$ cat config.mk
export PLATFORM = sky130hd
export DESIGN_NAME = modem_status_reg
export DESIGN_NICKNAME = d
export VERILOG_FILES = /design/src/rtl/msr_pkg.sv /design/src/rtl/msr_sync.sv /design/src/rtl/msr_src_sel.sv /design/src/rtl/msr_delta.sv /design/src/rtl/modem_status_reg.sv
export SDC_FILE = /design/constraint.sdc
export NUM_CORES = 1
export LEC_CHECK = 0
export BUFFER_PORTS_ARGS = -buffer_cell sky130_fd_sc_hd__buf_4
export CAP_MARGIN = 20
export CORE_MARGIN = 5
export CORE_UTILIZATION = 31
export CTS_CLUSTER_SIZE = 12
export DETAILED_ROUTE_END_ITERATION = 12
export PLACE_DENSITY_LB_ADDON = 0.1
export SYNTH_ARGS = -nofsm -noshare
export SYNTH_HDL_FRONTEND = slang
export SYNTH_SLANG_ARGS = --single-unit
$ cat constraint.sdc
create_clock -name clk -period 0.84 [get_ports clk]
set_input_delay 0.084 -clock clk [delete_from_list [all_inputs] [get_ports clk]]
set_output_delay 0.084 -clock clk [all_outputs]
set_load 0.005 [all_outputs]
$ cat src/rtl/msr_pkg.sv
// Package: shared widths, bit positions and reset values for the modem
// status register. Assumes four modem lines in the fixed order CTS, DSR,
// RI, DCD (index 0..3), which is the order software decodes.
package msr_pkg;
    localparam int LINES     = 4;
    localparam int IDX_CTS   = 0;
    localparam int IDX_DSR   = 1;
    localparam int IDX_RI    = 2;
    localparam int IDX_DCD   = 3;
    // Lines whose flag sets only when the active-high level falls
    // (pin trailing edge) instead of on any change.
    localparam logic [LINES-1:0] TRAIL_ONLY = 4'b0100;

    typedef logic [LINES-1:0] line_vec_t;
endpackage

$ cat src/rtl/msr_sync.sv
// Module: multi-stage synchroniser for a vector of asynchronous pins.
// Assumes each bit is independent (no bus coherency needed) and that the
// reset value matches the idle pin level so release causes no change.
module msr_sync #(
    parameter int WIDTH           = 4,
    parameter int STAGES          = 2,
    parameter logic [WIDTH-1:0] RST_VAL = '1
) (
    input  logic             clk,
    input  logic             rst_n,
    input  logic [WIDTH-1:0] d_async,
    output logic [WIDTH-1:0] q_sync
);
    logic [WIDTH-1:0] stage_q [STAGES];

    // Shift the pin levels through the synchroniser chain.
    always_ff @(posedge clk) begin
        if (!rst_n) begin
            for (int s = 0; s < STAGES; s++) stage_q[s] <= RST_VAL;
        end else begin
            stage_q[0] <= d_async;
            for (int s = 1; s < STAGES; s++) stage_q[s] <= stage_q[s-1];
        end
    end

    assign q_sync = stage_q[STAGES-1];
endmodule

$ cat src/rtl/msr_src_sel.sv
// Module: selects the active-high line levels from either the synchronised
// pins (complemented) or the looped-back modem-control bits.
// Assumes the modem-control bits are already in the clk domain.
module msr_src_sel
    import msr_pkg::*;
(
    input  logic      loop_en,
    input  line_vec_t pin_n_sync,
    input  line_vec_t loop_bits,
    output line_vec_t level
);
    // Loopback replaces every pin with its control bit.
    always_comb begin
        if (loop_en) level = loop_bits;
        else         level = ~pin_n_sync;
    end
endmodule

$ cat src/rtl/msr_delta.sv
// Module: per-line sticky change flags with read-clear. A line listed in
// TRAIL_MASK sets only on a falling active-high level; the others set on
// any change. A detection at the read edge wins over the clear.
module msr_delta #(
    parameter int N = 4,
    parameter logic [N-1:0] TRAIL_MASK = '0
) (
    input  logic         clk,
    input  logic         rst_n,
    input  logic [N-1:0] level,
    input  logic         rd_stb,
    output logic [N-1:0] prev_q,
    output logic [N-1:0] flag_q
);
    logic [N-1:0] hit;

    // Per-line detector variant chosen by the mask.
    for (genvar i = 0; i < N; i++) begin : g_det
        if (TRAIL_MASK[i]) begin : g_trail
            assign hit[i] = prev_q[i] & ~level[i];
        end else begin : g_any
            assign hit[i] = prev_q[i] ^ level[i];
        end
    end

    // Remember last level; clear is overridden by a fresh hit.
    always_ff @(posedge clk) begin
        if (!rst_n) begin
            prev_q <= '0;
            flag_q <= '0;
        end else begin
            prev_q <= level;
            flag_q <= (rd_stb ? '0 : flag_q) | hit;
        end
    end
endmodule

$ cat src/rtl/modem_status_reg.sv
// Module: modem status register top. Synchronises the four active-low
// modem pins, applies loopback, keeps change flags and raises the
// modem-status interrupt request. Assumes rd_stb is one cycle per read.
module modem_status_reg
    import msr_pkg::*;
#(
    parameter int SYNC_STAGES = 2
) (
    input  logic       clk,
    input  logic       rst_n,
    input  logic       cts_n_pin,
    input  logic       dsr_n_pin,
    input  logic       ri_n_pin,
    input  logic       dcd_n_pin,
    input  logic       loop_en,
    input  logic       mc_rts,
    input  logic       mc_dtr,
    input  logic       mc_out1,
    input  logic       mc_out2,
    input  logic       rd_stb,
    output logic [7:0] status_byte,
    output logic       msi_req
);
    line_vec_t pin_n_raw, pin_n_sync, loop_bits, level_w, prev_w, flag_w;

    assign pin_n_raw = {dcd_n_pin, ri_n_pin, dsr_n_pin, cts_n_pin};
    assign loop_bits = {mc_out2, mc_out1, mc_dtr, mc_rts};

    msr_sync #(.WIDTH(LINES), .STAGES(SYNC_STAGES), .RST_VAL('1)) u_sync (
        .clk(clk), .rst_n(rst_n), .d_async(pin_n_raw), .q_sync(pin_n_sync)
    );

    msr_src_sel u_sel (
        .loop_en(loop_en), .pin_n_sync(pin_n_sync),
        .loop_bits(loop_bits), .level(level_w)
    );

    msr_delta #(.N(LINES), .TRAIL_MASK(TRAIL_ONLY)) u_delta (
        .clk(clk), .rst_n(rst_n), .level(level_w), .rd_stb(rd_stb),
        .prev_q(prev_w), .flag_q(flag_w)
    );

    // Status byte: levels in the upper nibble, flags in the lower.
    assign status_byte = {level_w, flag_w};
    assign msi_req     = |flag_w;
endmodule

Yosys cells after proc, flatten, opt, wreduce, memory -nomap -nowiden:

Memories as Yosys holds them, arrays and structs flattened.
Cells that the tools add are included.

* register bits: 8
* memories: 1
* word-level logic and storage cells: 19
* bits in writable memories: 8

* reductions and logical operators: 1
* bitwise gates (word level): 9
* muxes and demuxes: 6

Memories
* u_sync.stage_q: depth 2, bits a word 4, read ports 2, clocked after Yosys merged registers in 0, wr ports 2, line msr_sync.sv:14 `logic [WIDTH-1:0] stage_q [STAGES];`

Operator list (count)
* 4-bit 2-to-1 mux: 4
* 4-bit NOT: 1
* 4-bit OR: 1
* 4-bit OR reduction: 1
* 1-bit bitwise XOR: 3
* 1-bit 2-to-1 mux: 2
* 1-bit OR: 2
* 1-bit AND: 1
* 1-bit NOT: 1

Depth between registers and ports, before layout:

* depth after elaboration: 5
* depth in mapped cells: 4

By module:

Synthesis repeated with hierarchy kept, for this count alone.

* cells, all modules: 53
* area total of the unflattened synthesis: 559.3 um2

By module, submodules not included
* msr_delta: cells an instance 24, area each 276.5 um2, times used 1
* msr_sync: cells an instance 20, area each 240.2 um2, times used 1
* msr_src_sel: cells an instance 8, area each 35.0 um2, times used 1
* modem_status_reg: cells an instance 1, area each 7.5 um2, times used 1

Least setup slack after synthesis:

OpenSTA, ideal clock, no wires.

* kind: register to output
* start: register u_delta.flag_q[1]
* end: output port msi_req
* stages on the path, launching flop included: 2
* data arrival time: 0.830 ns
* slack: -0.074 ns
* cell sequence: dfxtp_1 or4_1

* word-level cells in the longest chain between the ends: 1

Ends and longest elaborated chain
* from (decl): line msr_delta.sv:13 `output logic [N-1:0] flag_q`
* from (signal assigned): line msr_delta.sv:33 `flag_q <= (rd_stb ? '0 : flag_q) | hit;`
* 4-bit OR reduction: line modem_status_reg.sv:45 `assign msi_req = |flag_w;`
* to (decl): line modem_status_reg.sv:22 `output logic msi_req`

No other way between the ends.

Worst setup path in the final report:

* start: register u_delta.flag_q[2]
* end: output port msi_req

The elaborated chain is that of the path after synthesis.

==> results.md <==
- Num rows: 16
- Async SR Flop Fraction: 0%
- Setup crit end kind: primary output
- Synth warn: 0
- Worst-path cell chain: or4_4 > buf_6
- Synth cell count leaders: 16 x dfxtp_1, 9 x nand2b_1, 7 x nor2b_1
- Share of layout cells above drive strength 1: 65.56%
- Type of origin of the critical path: register
- Number of vias per cell: 4.205
- Area share of the largest cell type after synthesis: 53.11%
- Peak supply drop: 1.016 mV
- Max stage delay on crit path: 0.53 ns
- Port-buffer cells: 20
- Drt pass-1 iters: 2
- WL/cell: 10.60 um
- CP Max Fanout: 2
- Core area: 0.001902 mm^2
- Die ar.: 0.002927 mm^2
- Remaining DRCs: 0
- Worst slack, placed: -0.1805 ns
- Simple-gate area share of the yosys netlist: 26.35%
- Post-synth EDFFs: 0
- P per Cell Area: 1591 mW/mm^2
- Non-Filler Instances: 117
- Max Clock Skew: 0.0006581 ns
- Data required, critical path: 0.76 ns
- Hpwl dp: 838.8 um
- CTS max path bufs: 2
- Largest family of logic cells by synthesized area: simple AND/OR/NAND/NOR gates
- Synth Area in Adders: 0%
- Hold Violations, Final: 0
- Compound-cell area share of the yosys netlist: 17.43%
- Initial antenna violation count: 0
- Synth Net Count: 68
- Worst hold slack: 0.05128 ns
- ANT cells: 0
- HP Class: primary input to register
- Tmin final: 1.351 ns
- GRT Util Overall: 9.418%
- Clock Latency Late Sink: 0.28 ns
- IO Pins: 21
- Num CTS Buffers: 3
- Fmax: 0.7400 GHz
- RSZ-0062 raised after global routing: true
- Lkg Pwr: 0.4607 nW
- Total power: 1.698 mW
- Violated checks: negative setup slack
- Final WS setup: -0.5114 ns
- Seq/Total Area, Yosys: 53.11%
- Worst slew margin: 79.25%
- Max_cap viols: 0
- Vias in the first global route: 417
- Maximum number of pins on one net before global-route repair: 13
- Cells after Synth: 56
- Final period utilization: 160.9%
- # nets final: 103
- CP arrival: 1.27 ns
- Area growth syn-to-layout: 76.97%
- Outcome: complete, but fails checks
- Syn_area_per_cell: 10.77 um^2
- CTS tree: yes
- GRT met1 Usage: 10.89%
- DR iter-0 viols: 1
- Initial Util: 31.71%
- Area contributors post-synth: dfxtp_1 53%, nand2b_1 9.3%, nor2b_1 7.3%
- Tightest Pin Transition: 0.3107 ns
- Crit path max-delay cell type: or4_4
- Dominant synthesized flop cell: dfxtp_1
- M2 GR Usage: 13.71%
- Synthesized cell area: 603.1 um^2
- Synth unique cells: 19
- Most frequent cell after synthesis: dfxtp_1
- Area leader, netlist: dfxtp_1
- RePlAce Congestion: 0.6925
- DP Area: 787.0 um^2
- Grt met3 use: 5.263%
- Global-route wire length before repair: 1883 um
- Clock Pin Slew Worst Setup and Hold Paths: 0.09 ns
- Design area: 0.001067 mm^2
- Total Wirelength: 1240 um
- Placed cells: 103
- Final antenna-violating net count: 0
- CTS sink count: 16
- H-tree lvl count: 1
- Xor-xnor portion of the synthesized cell area: 0%
- #FFs+latches synth: 16
- GRT overflow: 0
- Die W: 54.11 um
- Critical path class: register to primary output
- Slew Limit Fails: 0
- GR peak layer: met2
- Die H: 54.11 um
- Final setup violation count: 14
- Mux contribution to synthesized area: 0%
- Root buf cell: clkbuf_4
- Routed vias: 492
[per-layer routing]
metal	vias up	share of wire [%]
met5	-	0
met4	0	1.4
met3	2	9.0
met2	16	49
met1	216	41
li1	258	-
[worst max-delay path: cells and delay by family (launching register included)]
kind / cells / cell delay (ns)
DFF: 1 / 0.33
buffers and inverters: 1 / 0.13
and+or+nand+nor: 1 / 0.53
[cell usage in the layout (no fill, tap or decap)]
master / n
dfxtp_1: 8
nand2b_1: 9
a21o_1: 3
clkbuf_8: 1
and2_4: 3
nor2_2: 1
and2b_1: 1
a2111oi_4: 2
dlygate4sd3_1: 4
nor3_1: 1
a211oi_2: 3
clkbuf_4: 3
or4_4: 1
o21ai_2: 1
a2111oi_2: 1
nor2b_1: 3
nor2_4: 3
buf_6: 13
inv_1: 1
a21oi_1: 1
buf_4: 15
dfxtp_2: 8
nor2b_4: 4
[cell type report]
| cell class | instances | area [um^2] |
|---|---|---|
| fillers | 169 | 834.6 |
| clock buffers | 4 | 36.28 |
| inverters | 1 | 3.754 |
| repair buffers | 32 | 299.0 |
| flip-flops and latches | 16 | 330.3 |
| multi-input cells | 37 | 364.1 |
| well taps | 27 | 33.78 |
[state kept, by name, summed over array words and instances (netlist names)]
name	count
u_delta.prev_q	4
u_delta.flag_q	4
u_sync.stage_q	8
[cells by family after synthesis]
| group | after synthesis |
|---|---|
| simple gates | 26 |
| buf+inv | 3 |
| flops | 16 |
| compound gates | 11 |
[report_power, final]
group	switching [mW]	internal (mW)
combinational	0.128	0.241
clock	0.235	0.264
sequential	0.0244	0.806
[what timing repair did]
item / 4_1_cts / 5_1_grt
hold buffers: 4 / 0
endpoints found under the hold margin: 4 / 0
setup buffers: 5 / 1
resized for setup: 22 / 21
setup endpoints to repair: 12 / 16
pin swaps: 4 / 1
gates cloned: 0 / 0
[final timing paths]
path                                            from  depth (start not counted)                    to  slack [ns]
worst max-delay path               u_delta.flag_q[2]                          2               msi_req       -0.51
worst min-delay path                           rst_n                          2  u_sync.stage_q[0][4]        0.05
worst max register to register  u_sync.stage_q[0][5]                          4     u_delta.prev_q[1]       -0.09
worst min register to register  u_sync.stage_q[0][3]                          1  u_sync.stage_q[0][7]        0.41
[metrics by stage]
| step | TNS [ns] | utilization [%] |
|---|---|---|
| CTS | -2.076 | 51.58 |
| global placement | -0.5014 | 41.38 |
| global route | -2.901 | 56.12 |
| detailed placement | -0.5112 | 41.38 |
| finish | -2.097 | 56.12 |
| floorplan | -0.1828 | - |
(Power assumes the default switching activity.)
